==> src/rtl/irqagg_pkg.sv <==
package irqagg_pkg;
  localparam int SLOTS    = 4;
  localparam int LINES    = 2;
  localparam int REQS     = SLOTS * LINES;
  localparam int DW       = 16;
  localparam int CW       = 8;
  localparam int AW       = 4;
  localparam int TMO_LSB  = 12;
  localparam int ERR_W    = TMO_LSB - REQS;
  localparam int EDGE_LSB = 4;
  localparam int EN_LSB   = 6;
  localparam int WIX_REV   = 0;
  localparam int WIX_CTRL0 = 1;
  localparam int WIX_STAT  = 6;
  localparam logic [DW-1:0] REV_ID = '0;
endpackage

==> src/rtl/irqagg_regs.sv <==
module irqagg_regs
  import irqagg_pkg::*;
#(
  parameter int NSLOT = SLOTS,
  parameter int NLINE = LINES,
  parameter int CTLW  = CW,
  parameter int DATW  = DW,
  parameter int WIXW  = AW - 1
) (
  input  logic                     clk,
  input  logic                     rst,
  input  logic                     wr_en,
  input  logic                     rd_en,
  input  logic [WIXW-1:0]          widx,
  input  logic [CTLW-1:0]          wbyte,
  input  logic [DATW-1:0]          status,
  output logic [NSLOT*NLINE-1:0]   en_mask,
  output logic [NSLOT*NLINE-1:0]   edge_mask,
  output logic                     stat_wr,
  output logic [DATW-1:0]          rdata
);
  logic [NSLOT-1:0][CTLW-1:0] ctrl_q;
  logic [DATW-1:0]            rd_mux;

  always_ff @(posedge clk) begin
    if (rst) begin
      ctrl_q <= '0;
    end else if (wr_en) begin
      for (int s = 0; s < NSLOT; s++)
        if (widx == WIXW'(WIX_CTRL0 + s)) ctrl_q[s] <= wbyte;
    end
  end

  generate
    for (genvar s = 0; s < NSLOT; s++) begin : g_slot
      for (genvar k = 0; k < NLINE; k++) begin : g_line
        assign en_mask[s*NLINE+k]   = ctrl_q[s][EN_LSB+k];
        assign edge_mask[s*NLINE+k] = ctrl_q[s][EDGE_LSB+k];
      end
    end
  endgenerate

  assign stat_wr = wr_en && (widx == WIXW'(WIX_STAT));

  always_comb begin
    rd_mux = '0;
    if (widx == WIXW'(WIX_REV))  rd_mux = REV_ID;
    if (widx == WIXW'(WIX_STAT)) rd_mux = status;
    for (int s = 0; s < NSLOT; s++)
      if (widx == WIXW'(WIX_CTRL0 + s)) rd_mux = DATW'(ctrl_q[s]);
  end

  always_ff @(posedge clk) begin
    if (rst)        rdata <= '0;
    else if (rd_en) rdata <= rd_mux;
  end

  // the read port comes out of reset empty
  a_r1_rdata_clear: assert property (@(posedge clk) disable iff (rst)
    $past(rst) |-> rdata == '0);
endmodule

==> src/rtl/irqagg_status.sv <==
module irqagg_status
  import irqagg_pkg::*;
#(
  parameter int NREQ  = REQS,
  parameter int NSLOT = SLOTS
) (
  input  logic             clk,
  input  logic             rst,
  input  logic [NREQ-1:0]  req_i,
  input  logic [NSLOT-1:0] tmo_i,
  input  logic [NREQ-1:0]  en_mask,
  input  logic             stat_wr,
  input  logic [NREQ-1:0]  wclr_line,
  input  logic [NSLOT-1:0] wclr_tmo,
  output logic [NREQ-1:0]  line_q,
  output logic [NREQ-1:0]  line_d,
  output logic [NSLOT-1:0] tmo_q,
  output logic [NREQ-1:0]  clr_o
);
  logic [NSLOT-1:0] tmo_d;

  // enabled lines track their request, disabled ones hold
  assign line_d = (req_i & en_mask) | (line_q & ~en_mask);
  // a new timeout event wins over a simultaneous clear
  assign tmo_d  = tmo_i | (tmo_q & ~(stat_wr ? wclr_tmo : '0));

  always_ff @(posedge clk) begin
    if (rst) begin
      line_q <= '0;
      tmo_q  <= '0;
      clr_o  <= '0;
    end else begin
      line_q <= line_d;
      tmo_q  <= tmo_d;
      clr_o  <= stat_wr ? wclr_line : '0;
    end
  end

  // a line whose enable was clear keeps its pending bit
  a_r4_disabled_hold: assert property (@(posedge clk) disable iff (rst)
    !$past(rst) |-> ((line_q ^ $past(line_q)) & ~$past(en_mask)) == '0);

  // a timeout event always lands in the flag
  a_r8_tmo_set: assert property (@(posedge clk) disable iff (rst)
    !$past(rst) |-> ($past(tmo_i) & ~tmo_q) == '0);
endmodule

==> src/rtl/irqagg_merge.sv <==
module irqagg_merge
  import irqagg_pkg::*;
#(
  parameter int NREQ = REQS
) (
  input  logic            clk,
  input  logic            rst,
  input  logic [NREQ-1:0] line_q,
  input  logic [NREQ-1:0] line_d,
  input  logic [NREQ-1:0] edge_mask,
  output logic            irq_o
);
  logic held_q, held_d, pulse_q, pulse_d, lvl_chg;

  assign lvl_chg = |((line_d ^ line_q) & ~edge_mask);
  assign held_d  = lvl_chg ? |(line_d & ~edge_mask) : held_q;
  assign pulse_d = |(line_d & ~line_q & edge_mask);

  always_ff @(posedge clk) begin
    if (rst) begin
      held_q  <= 1'b0;
      pulse_q <= 1'b0;
      irq_o   <= 1'b0;
    end else begin
      held_q  <= held_d;
      pulse_q <= pulse_d;
      irq_o   <= held_d ^ pulse_d;
    end
  end

  // without an edge event the output shows the held level
  a_r5_irq_held: assert property (@(posedge clk) disable iff (rst)
    !pulse_q |-> irq_o == held_q);

  // held level moves only when a level-sensitive pending bit moved
  a_r10_held_stable: assert property (@(posedge clk) disable iff (rst)
    (((line_q ^ $past(line_q)) & ~$past(edge_mask)) == '0) |-> $stable(held_q));
endmodule

==> src/rtl/irq_aggregator.sv <==
module irq_aggregator
  import irqagg_pkg::*;
(
  input  logic             clk,
  input  logic             rst,
  input  logic             wr_en,
  input  logic             rd_en,
  input  logic [AW-1:0]    addr,
  input  logic [DW-1:0]    wdata,
  output logic [DW-1:0]    rdata,
  input  logic [REQS-1:0]  req_i,
  input  logic [SLOTS-1:0] tmo_i,
  output logic [REQS-1:0]  clr_o,
  output logic             irq_o
);
  logic [REQS-1:0]  en_mask, edge_mask, line_q, line_d;
  logic [SLOTS-1:0] tmo_q;
  logic [DW-1:0]    status;
  logic             stat_wr;
  logic             unused_bits;

  assign status      = {tmo_q, {ERR_W{1'b0}}, line_q};
  assign unused_bits = ^{addr[0], wdata[TMO_LSB-1:REQS]};

  irqagg_regs u_regs (
    .clk(clk), .rst(rst), .wr_en(wr_en), .rd_en(rd_en),
    .widx(addr[AW-1:1]), .wbyte(wdata[CW-1:0]), .status(status),
    .en_mask(en_mask), .edge_mask(edge_mask), .stat_wr(stat_wr), .rdata(rdata)
  );

  irqagg_status u_status (
    .clk(clk), .rst(rst), .req_i(req_i), .tmo_i(tmo_i), .en_mask(en_mask),
    .stat_wr(stat_wr), .wclr_line(wdata[REQS-1:0]),
    .wclr_tmo(wdata[TMO_LSB +: SLOTS]),
    .line_q(line_q), .line_d(line_d), .tmo_q(tmo_q), .clr_o(clr_o)
  );

  irqagg_merge u_merge (
    .clk(clk), .rst(rst), .line_q(line_q), .line_d(line_d),
    .edge_mask(edge_mask), .irq_o(irq_o)
  );
endmodule

==> config.mk <==
export PLATFORM = sky130hd
export DESIGN_NAME = irq_aggregator
export DESIGN_NICKNAME = d
export VERILOG_FILES = /design/src/rtl/irqagg_pkg.sv /design/src/rtl/irqagg_regs.sv /design/src/rtl/irqagg_status.sv /design/src/rtl/irqagg_merge.sv /design/src/rtl/irq_aggregator.sv
export SDC_FILE = /design/constraint.sdc
export NUM_CORES = 1
export LEC_CHECK = 0
export BUFFER_PORTS_ARGS = -buffer_cell sky130_fd_sc_hd__clkbuf_2
export CORE_MARGIN = 2
export CORE_UTILIZATION = 60
export DETAILED_ROUTE_END_ITERATION = 10
export PLACE_DENSITY_LB_ADDON = 0.25
export RECOVER_POWER = 25
export SYNTH_ARGS = -nofsm -noshare
export SYNTH_HDL_FRONTEND = slang
export SYNTH_HIERARCHICAL = 1
export SYNTH_SLANG_ARGS = --single-unit
==> constraint.sdc <==
create_clock -name clk -period 4.15 [get_ports clk]
set_clock_uncertainty 0.2 [all_clocks]
set_input_delay 0.415 -clock clk [delete_from_list [all_inputs] [get_ports clk]]
set_output_delay 0.415 -clock clk [all_outputs]
set_load 0.02 [all_outputs]
==> summary.md, run 1 <==
* 351 um — metal3 WL
* 0.792 — last weighted congestion value of the routability-driven placer
* 62.3% — final clock period utilization by the worst path
* 2 — CTS Buffer Depth
* 1 — Max Cap Viol
* 11600 um — wire length of the first global-routing pass
* 79.0 um — die outline height
* 9 — Num CTS Buffers
* 387 MHz — Max Clk Rate
* 0.00338 mm^2 — Post-Syn Area
* clkbuf_1 — slowest cell on the critical path
* 70 — Seq cells post-synth
* dfxtp_1 — Synth area leader
* 43 — number of slew-limit violations in the final report
* dfxtp_1 — most frequently used flop master after synthesis
* 0 — hold violation total from the final report
* 0 — hold-fix buffer count after cts
* yes — clock tree from TritonCTS
* 361 mW/mm^2 — Pwr per Cell Area
* 0 — global route overflow
* 8.33% — synth-to-layout area growth
* 70 x dfxtp_1, 37 x nor2_1, 24 x mux2i_1, 24 x nand2_1, 17 x inv_1 — top post-synthesis cells by count
* 0 — number of flops mapped to enable cells by yosys
* 0 — Post-DRT Antenna Nets
* primary input — element type at the critical path start
* 7 — number of cells on the worst reg-to-reg path
* 461 — number of cells in the finished layout apart from fillers
* 79.0 um — die extent in x
* 486 — count of fill cells added during filler insertion
* finished with violations — result of the run
* dfxtp_1 41%, mux2i_1 7.1%, mux2_2 5.3% — cell types occupying the most area after synthesis
* 2.54 ns — WP data arrival
* no — unrepaired setup endpoints after global routing
* 39 — synth unique cells
* clkbuf_8 — clock root buffer
* 0.00547 mm^2 — total core area
* in -> reg — Worst Path Class, Setup
* capacitance limit, slew limit — violated checks
* flip-flop — kind of end point of the critical path
* 0.35 ns — clock network latency to the later pin of the worst-skew pair
* 0.00625 mm^2 — die area
* 9.62 um^2 — synthesized area per cell
* 5.48 — number of vias per cell after detailed routing
* 15.6 um — Wirelength per Cell
* 55 — port buffer count
* 61 — boundary pin count
* 3 — number of levels the H-tree was split into
* 41.5% — fraction of the yosys area taken by sequential cells
* 41.5% — proportion of netlist area held by the largest area contributor
* 43 — largest net degree at the start of global routing
* -25.2% — relative max-transition margin
* 0 — DRC violation count after routing
* wdata[13] — source of the worst hold timing path
* 0 — Setup Viol. Count Final
* 4 — TritonRoute pass-1 iters
* 2525 — vias after detailed routing
* 7200 um — wire length reported by the detailed router
* 1.45 nW — LEAKAGE
* 4.10 ns — required time reported for the critical path endpoint
* 4900 um — Post-DP HPWL
* 1.41 ns — largest stage delay on the critical path
* 3330 um — routed length on met2
* dfxtp_1 — leading cell type by number of instances after synthesis
* 429 — fin nets
* 152 — number of DRC violations after detailed-routing iteration 0
* 1.88 ns — worst-margin pin slew
* u_regs/en_mask[1]$_SDFFE_PP0P_ — startpoint of the worst register-to-register path
* 351 — Mapped Cells
* 446 — Cell Count Post-Placement
* 0% — share of synthesized flip-flops with an asynchronous set or reset
* rst — source of the critical timing path
* 2.58 ns — min cycle time layout
* 42 — CP Max Fanout
* 2 — worst hold path stage count
* 61.7% — starting density of the core
* clkbuf_1 -> clkbuf_1 -> nor3_1 — cell breakdown of the critical path
* 1.82 ns — register-to-register setup slack
* 24.4% — share of final-layout standard cells stronger than drive strength 1
* 6 — total of warnings raised by yosys
* 234 uV — largest voltage drop on the vdd net
* 0 ns — sum of negative setup slack
* clkbuf_1 — cell mode on critical path
* 70 — count of clock tree sinks
* 2378 — vias in the first global route
* 0 — count of buffers added by post-CTS timing repair for setup
* met4 — top layer in use
* in -> reg — path class of the lowest-slack min-delay path
* 0 — ANT cells
* 0.07 ns — clock slew seen by the registers of the worst setup and hold paths
* 27 — Rows
* 0 — post-cts sizing count
* 3330 um — metal1 wirelength
* 0 — number of antenna violations at the first check in global routing
* 24.2% — global router's overall resource usage
[cells in the final DEF (no fill, tap or decap), types with 2 or more instances in the layout]
cell type	instances
and4bb_2	10
nor4_2	2
nand2b_1	10
nor2_1	37
o21ai_1	8
clkbuf_8	11
and4b_2	2
nor3_1	2
a311oi_1	4
a21oi_1	16
a221oi_2	8
and2_1	8
nand2_1	24
mux2_2	16
dfxtp_1	70
nor2b_1	15
a22oi_1	4
inv_1	17
clkbuf_2	42
ha_1	8
clkbuf_1	17
conb_1	4
o21ai_0	9
o22ai_1	5
mux2i_1	24
and2b_1	6
[kinds of logic after synthesis]
family / share of synthesized area [%]
fa+ha+maj: 2.96
flops: 41.5
simple gates: 21.8
buf+inv: 9.30
mux: 12.4
compound gates: 11.9
other cells: 0.111
[final timing paths]
kind | endpoint
setup / recovery | u_merge/held_q$_SDFF_PP0_
hold / removal | u_status/tmo_q[1]$_SDFF_PP0_
hold reg to reg | u_regs/ctrl_q[18]$_SDFFE_PP0P_
setup reg to reg | u_merge/irq_o$_SDFF_PP0_
[per-stage QoR]
stage	setup WS (ns)	hold slack, ns	cell area (um^2)	power, mW	utilization, %
2_1_floorplan	2.00	0.233	3390	0.813	-
3_3_place_gp	1.82	0.234	3510	0.848	64.2
3_5_place_dp	1.82	0.243	3510	0.850	64.2
4_1_cts	1.89	0.0516	3680	1.32	67.2
5_1_grt	1.26	0.0607	3660	1.37	66.9
6_report	1.57	0.0541	3660	1.32	66.9
[per-layer routing]
layer | global-route usage, % | vias to the layer above
li1 | - | 1257
met1 | 31.1 | 1183
met2 | 38.7 | 66
met3 | 4.09 | 19
met4 | 12.9 | 0
met5 | 0 | -
[flip-flops by register name, indices dropped and copies added (netlist names)]
| name | cells |
|---|---|
| u_regs/ctrl_q | 16 |
| u_regs/rdata | 16 |
| u_regs/edge_mask | 8 |
| u_regs/en_mask | 8 |
| u_status/clr_o | 8 |
| u_status/line_q | 8 |
| u_status/tmo_q | 4 |
| u_merge/held_q | 1 |
| u_merge/irq_o | 1 |
[layout make-up]
class / count / area, um^2 / share of cell area (%)
timing repair buffer: 56 / 263 / 7.18
clock buffer: 14 / 163 / 4.44
multi-input combinational: 231 / 1670 / 45.7
clock inverter: 1 / 5.00 / 0.137
tap: 72 / 90.1 / 2.46
inverter: 17 / 63.8 / 1.74
sequential: 70 / 1400 / 38.3
[where the power goes]
part	switching (mW)	leakage [nW]	total [mW]	internal (mW)
Clock	0.242	0.0865	0.488	0.246
Sequential	0.00966	0.568	0.700	0.690
Combinational	0.0793	0.794	0.135	0.0555
[worst max-delay path: cells and delay by family]
family,cells,cell delay (ns)
simple gates,1,0.16
buf+inv,2,1.95
(Power assumes the default switching activity.)
==> inputs of run 2 (changes only) <==
--- a/config.mk
+++ b/config.mk
@@ -7,7 +7,7 @@
 export LEC_CHECK = 0
 export BUFFER_PORTS_ARGS = -buffer_cell sky130_fd_sc_hd__clkbuf_2
 export CORE_MARGIN = 2
-export CORE_UTILIZATION = 60
+export CORE_UTILIZATION = 56
 export DETAILED_ROUTE_END_ITERATION = 10
 export PLACE_DENSITY_LB_ADDON = 0.25
 export RECOVER_POWER = 25
==> constraint.sdc (replaced) <==
create_clock -name clk -period 2.6 [get_ports clk]
set_clock_uncertainty 0.2 [all_clocks]
set_input_delay 0.26 -clock clk [delete_from_list [all_inputs] [get_ports clk]]
set_output_delay 0.26 -clock clk [all_outputs]
set_load 0.02 [all_outputs]
==> run 2 against run 1 <==
Net effect:
- the run now ends clean
- critical path depth increased by 4
- clock power increased by 68%
- worst hold slack got worse by 0.045 ns
- combinational power increased by 78%
- critical path type is now reg -> reg
- highest routed layer unchanged
==> summary.md, run 2 (synthesized netlist as in run 1, its figures left out) <==
* complete, no violations — result of the run, was finished with violations
* 0.40 ns — largest stage delay on the critical path, was 1.41 ns
* 431 MHz — Max Clk Rate
* 2.36 ns — WP data arrival, was 2.54 ns
* 2.32 ns — min cycle time layout
* 33 — largest net degree at the start of global routing, was 43
* 0 — DRC violation count after routing, unchanged
* simple AND/OR/NAND/NOR gates — family with the most delay on the worst path, was buffers and inverters
* 25.3% — sw frac, was 25.0%
* 0.07 ns — clock slew seen by the registers of the worst setup and hold paths, about the same
* 481 — number of cells in the finished layout apart from fillers, was 461
* 5180 um — Post-DP HPWL, was 4900 um
* 149 — number of DRC violations after detailed-routing iteration 0, was 152
* nor4_2 — cell mode on critical path, was clkbuf_1
* 508 — count of fill cells added during filler insertion, was 486
* 12200 um — wire length of the first global-routing pass, was 11600 um
* 2614 — vias after detailed routing, was 2525
* 0.00140 mm^2 — sequential standard cell area, unchanged
* 0.842 — last weighted congestion value of the routability-driven placer, was 0.792
* 569 mW/mm^2 — Pwr per Cell Area, was 361 mW/mm^2
* 13.4% — synth-to-layout area growth, was 8.33%
* 0 — ANT cells, unchanged
* 0.00589 mm^2 — total core area, was 0.00547 mm^2
* 0 — hold violation total from the final report, unchanged
* 0 ns — sum of negative setup slack, unchanged
* flip-flop — kind of end point of the critical path, unchanged
* 81.7 um — die extent in x, was 79.0 um
* 55 — port buffer count, unchanged
* 24.9% — global router's overall resource usage, was 24.2%
* 16.4 um — Wirelength per Cell, was 15.6 um
* 70 — count of clock tree sinks, unchanged
* 5.43 — number of vias per cell after detailed routing, was 5.48
* dfxtp_1 — slowest cell on the critical path, was clkbuf_1
* 57.4% — starting density of the core, was 61.7%
* 0.35 ns — clock network latency to the later pin of the worst-skew pair, about the same
* 5 — TritonRoute pass-1 iters, was 4
* 445 — fin nets, was 429
* 0 — number of antenna violations at the first check in global routing, unchanged
* 454 — Cell Count Post-Placement, was 446
* 1.63 mW — internal portion of total power, was 0.992 mW
* 0 — number of slew-limit violations in the final report, was 43
* 2.64 ns — required time reported for the critical path endpoint, was 4.10 ns
* 7900 um — wire length reported by the detailed router, was 7200 um
* u_regs/en_mask[0]$_SDFFE_PP0P_ — startpoint of the worst register-to-register path, was u_regs/en_mask[1]$_SDFFE_PP0P_
* 25.6% — share of final-layout standard cells stronger than drive strength 1, was 24.4%
* 1.54 nW — LEAKAGE, was 1.45 nW
* 28 — Rows, was 27
* 2494 — vias in the first global route, was 2378
* 15.7% — relative max-transition margin, was -25.2%
* 89.3% — final clock period utilization by the worst path
* 0 — global route overflow, unchanged
* 0.00167 mm^2 — area of the multi-input gates, unchanged
* 2 — CTS Buffer Depth, unchanged
* 61 — boundary pin count, unchanged
* 37.7% — proportion of power drawn by the clock network, was 36.9%
* wdata[0] — source of the worst hold timing path, was wdata[13]
* 0 — Post-DRT Antenna Nets, unchanged
* clkbuf_8 — clock root buffer, unchanged
* no — unrepaired setup endpoints after global routing, unchanged
* 1.26 ns — worst-margin pin slew, was 1.88 ns
* 51.3% — share of total power in sequential cells, was 52.9%
* yes — clock tree from TritonCTS, unchanged
* reg -> reg — Worst Path Class, Setup, was in -> reg
* 2.18 mW — Final Total Pwr, was 1.32 mW
* 11.0% — combinational fraction of design power, was 10.2%
* 9 — Num CTS Buffers, unchanged
* 3 — CP Max Fanout, was 42
* dfxtp_1 — most common cell after layout, fill and taps aside, unchanged
* 0.00667 mm^2 — die area, was 0.00625 mm^2
* 70 x dfxtp_1, 43 x clkbuf_2, 37 x nor2_1, 24 x nand2_1, 24 x mux2i_1 — commonest cells after routing, fill and taps aside, was 70 x dfxtp_1, 42 x clkbuf_2, 37 x nor2_1, 24 x nand2_1, 24 x mux2i_1
* mux2_2 -> ha_1 -> o22ai_1 -> nor4_2 -> nor4_2 -> o21ai_0 -> nor3b_2 — cell breakdown of the critical path, was clkbuf_1 -> clkbuf_1 -> nor3_1
* 310 uV — largest voltage drop on the vdd net, was 234 uV
* flip-flop — element type at the critical path start, was primary input
* 81.7 um — die outline height, was 79.0 um
* 0 — post-cts sizing count, unchanged
* 0.551 mW — NetSw, was 0.331 mW
* 0 — Setup Viol. Count Final, unchanged
* 3 — number of levels the H-tree was split into, unchanged
* u_regs/en_mask[0]$_SDFFE_PP0P_ — source of the critical timing path, was rst
* in -> reg — path class of the lowest-slack min-delay path, unchanged
* 0 — CP bufs+invs, was 2
* 0 — Max Cap Viol, was 1
* u_regs/ctrl_q: 16 flops, u_regs/rdata: 16 flops — biggest regs, unchanged
## run 2: cell type report
type / count / share of cell area (%)
clock buffer: 13 / 4.41
clock inverter: 3 / 0.457
inverter: 17 / 1.67
multi-input combinational: 231 / 43.7
sequential: 70 / 36.6
tap: 75 / 2.45
timing repair buffer: 72 / 10.7
## run 2: path summary, 6_finish.rpt
path	endpoint	slack [ns]	cells past startpoint
setup / recovery	u_merge/irq_o$_SDFF_PP0_	0.28	7
hold / removal	u_status/clr_o[0]$_SDFF_PP0_	0.009	2
setup reg to reg	u_merge/irq_o$_SDFF_PP0_	0.28	7
hold reg to reg	u_regs/rdata[1]$_SDFFE_PP0P_	0.25	2
## run 2: power by group through the flow
stage	Clock, mW	Combinational [mW]	Sequential, mW
after floorplan	0	0.149	1.15
after global placement	0	0.220	1.14
after detailed placement	0	0.224	1.14
after CTS	0.839	0.239	1.12
after global routing	0.878	0.259	1.12
final	0.822	0.240	1.12
## run 2: metrics by stage
stage | cell area (um^2) | util, % | setup slack, ns | hold WS (ns)
after floorplan | 3390 | - | 0.449 | 0.130
after global placement | 3550 | 60.4 | 0.385 | 0.237
after detailed placement | 3550 | 60.4 | 0.332 | 0.240
after CTS | 3850 | 65.4 | 0.312 | 0.000348
after global routing | 3830 | 65.1 | 0.186 | 0.00527
final | 3830 | 65.1 | 0.278 | 0.00935
## run 2: layer usage
metal	up-vias	GRT usage, %	wire length (um)
li1	1288	-	-
met1	1219	31.3	3490
met2	90	39.7	3700
met3	17	5.60	564
met4	0	13.7	145
met5	-	0	0
## run 2: what timing repair did
item | CTS | global route
setup endpoints to repair | 0 | 0
hold buffers | 11 | 0
hold endpoints to repair | 9 | 0
setup buffers | 0 | 0
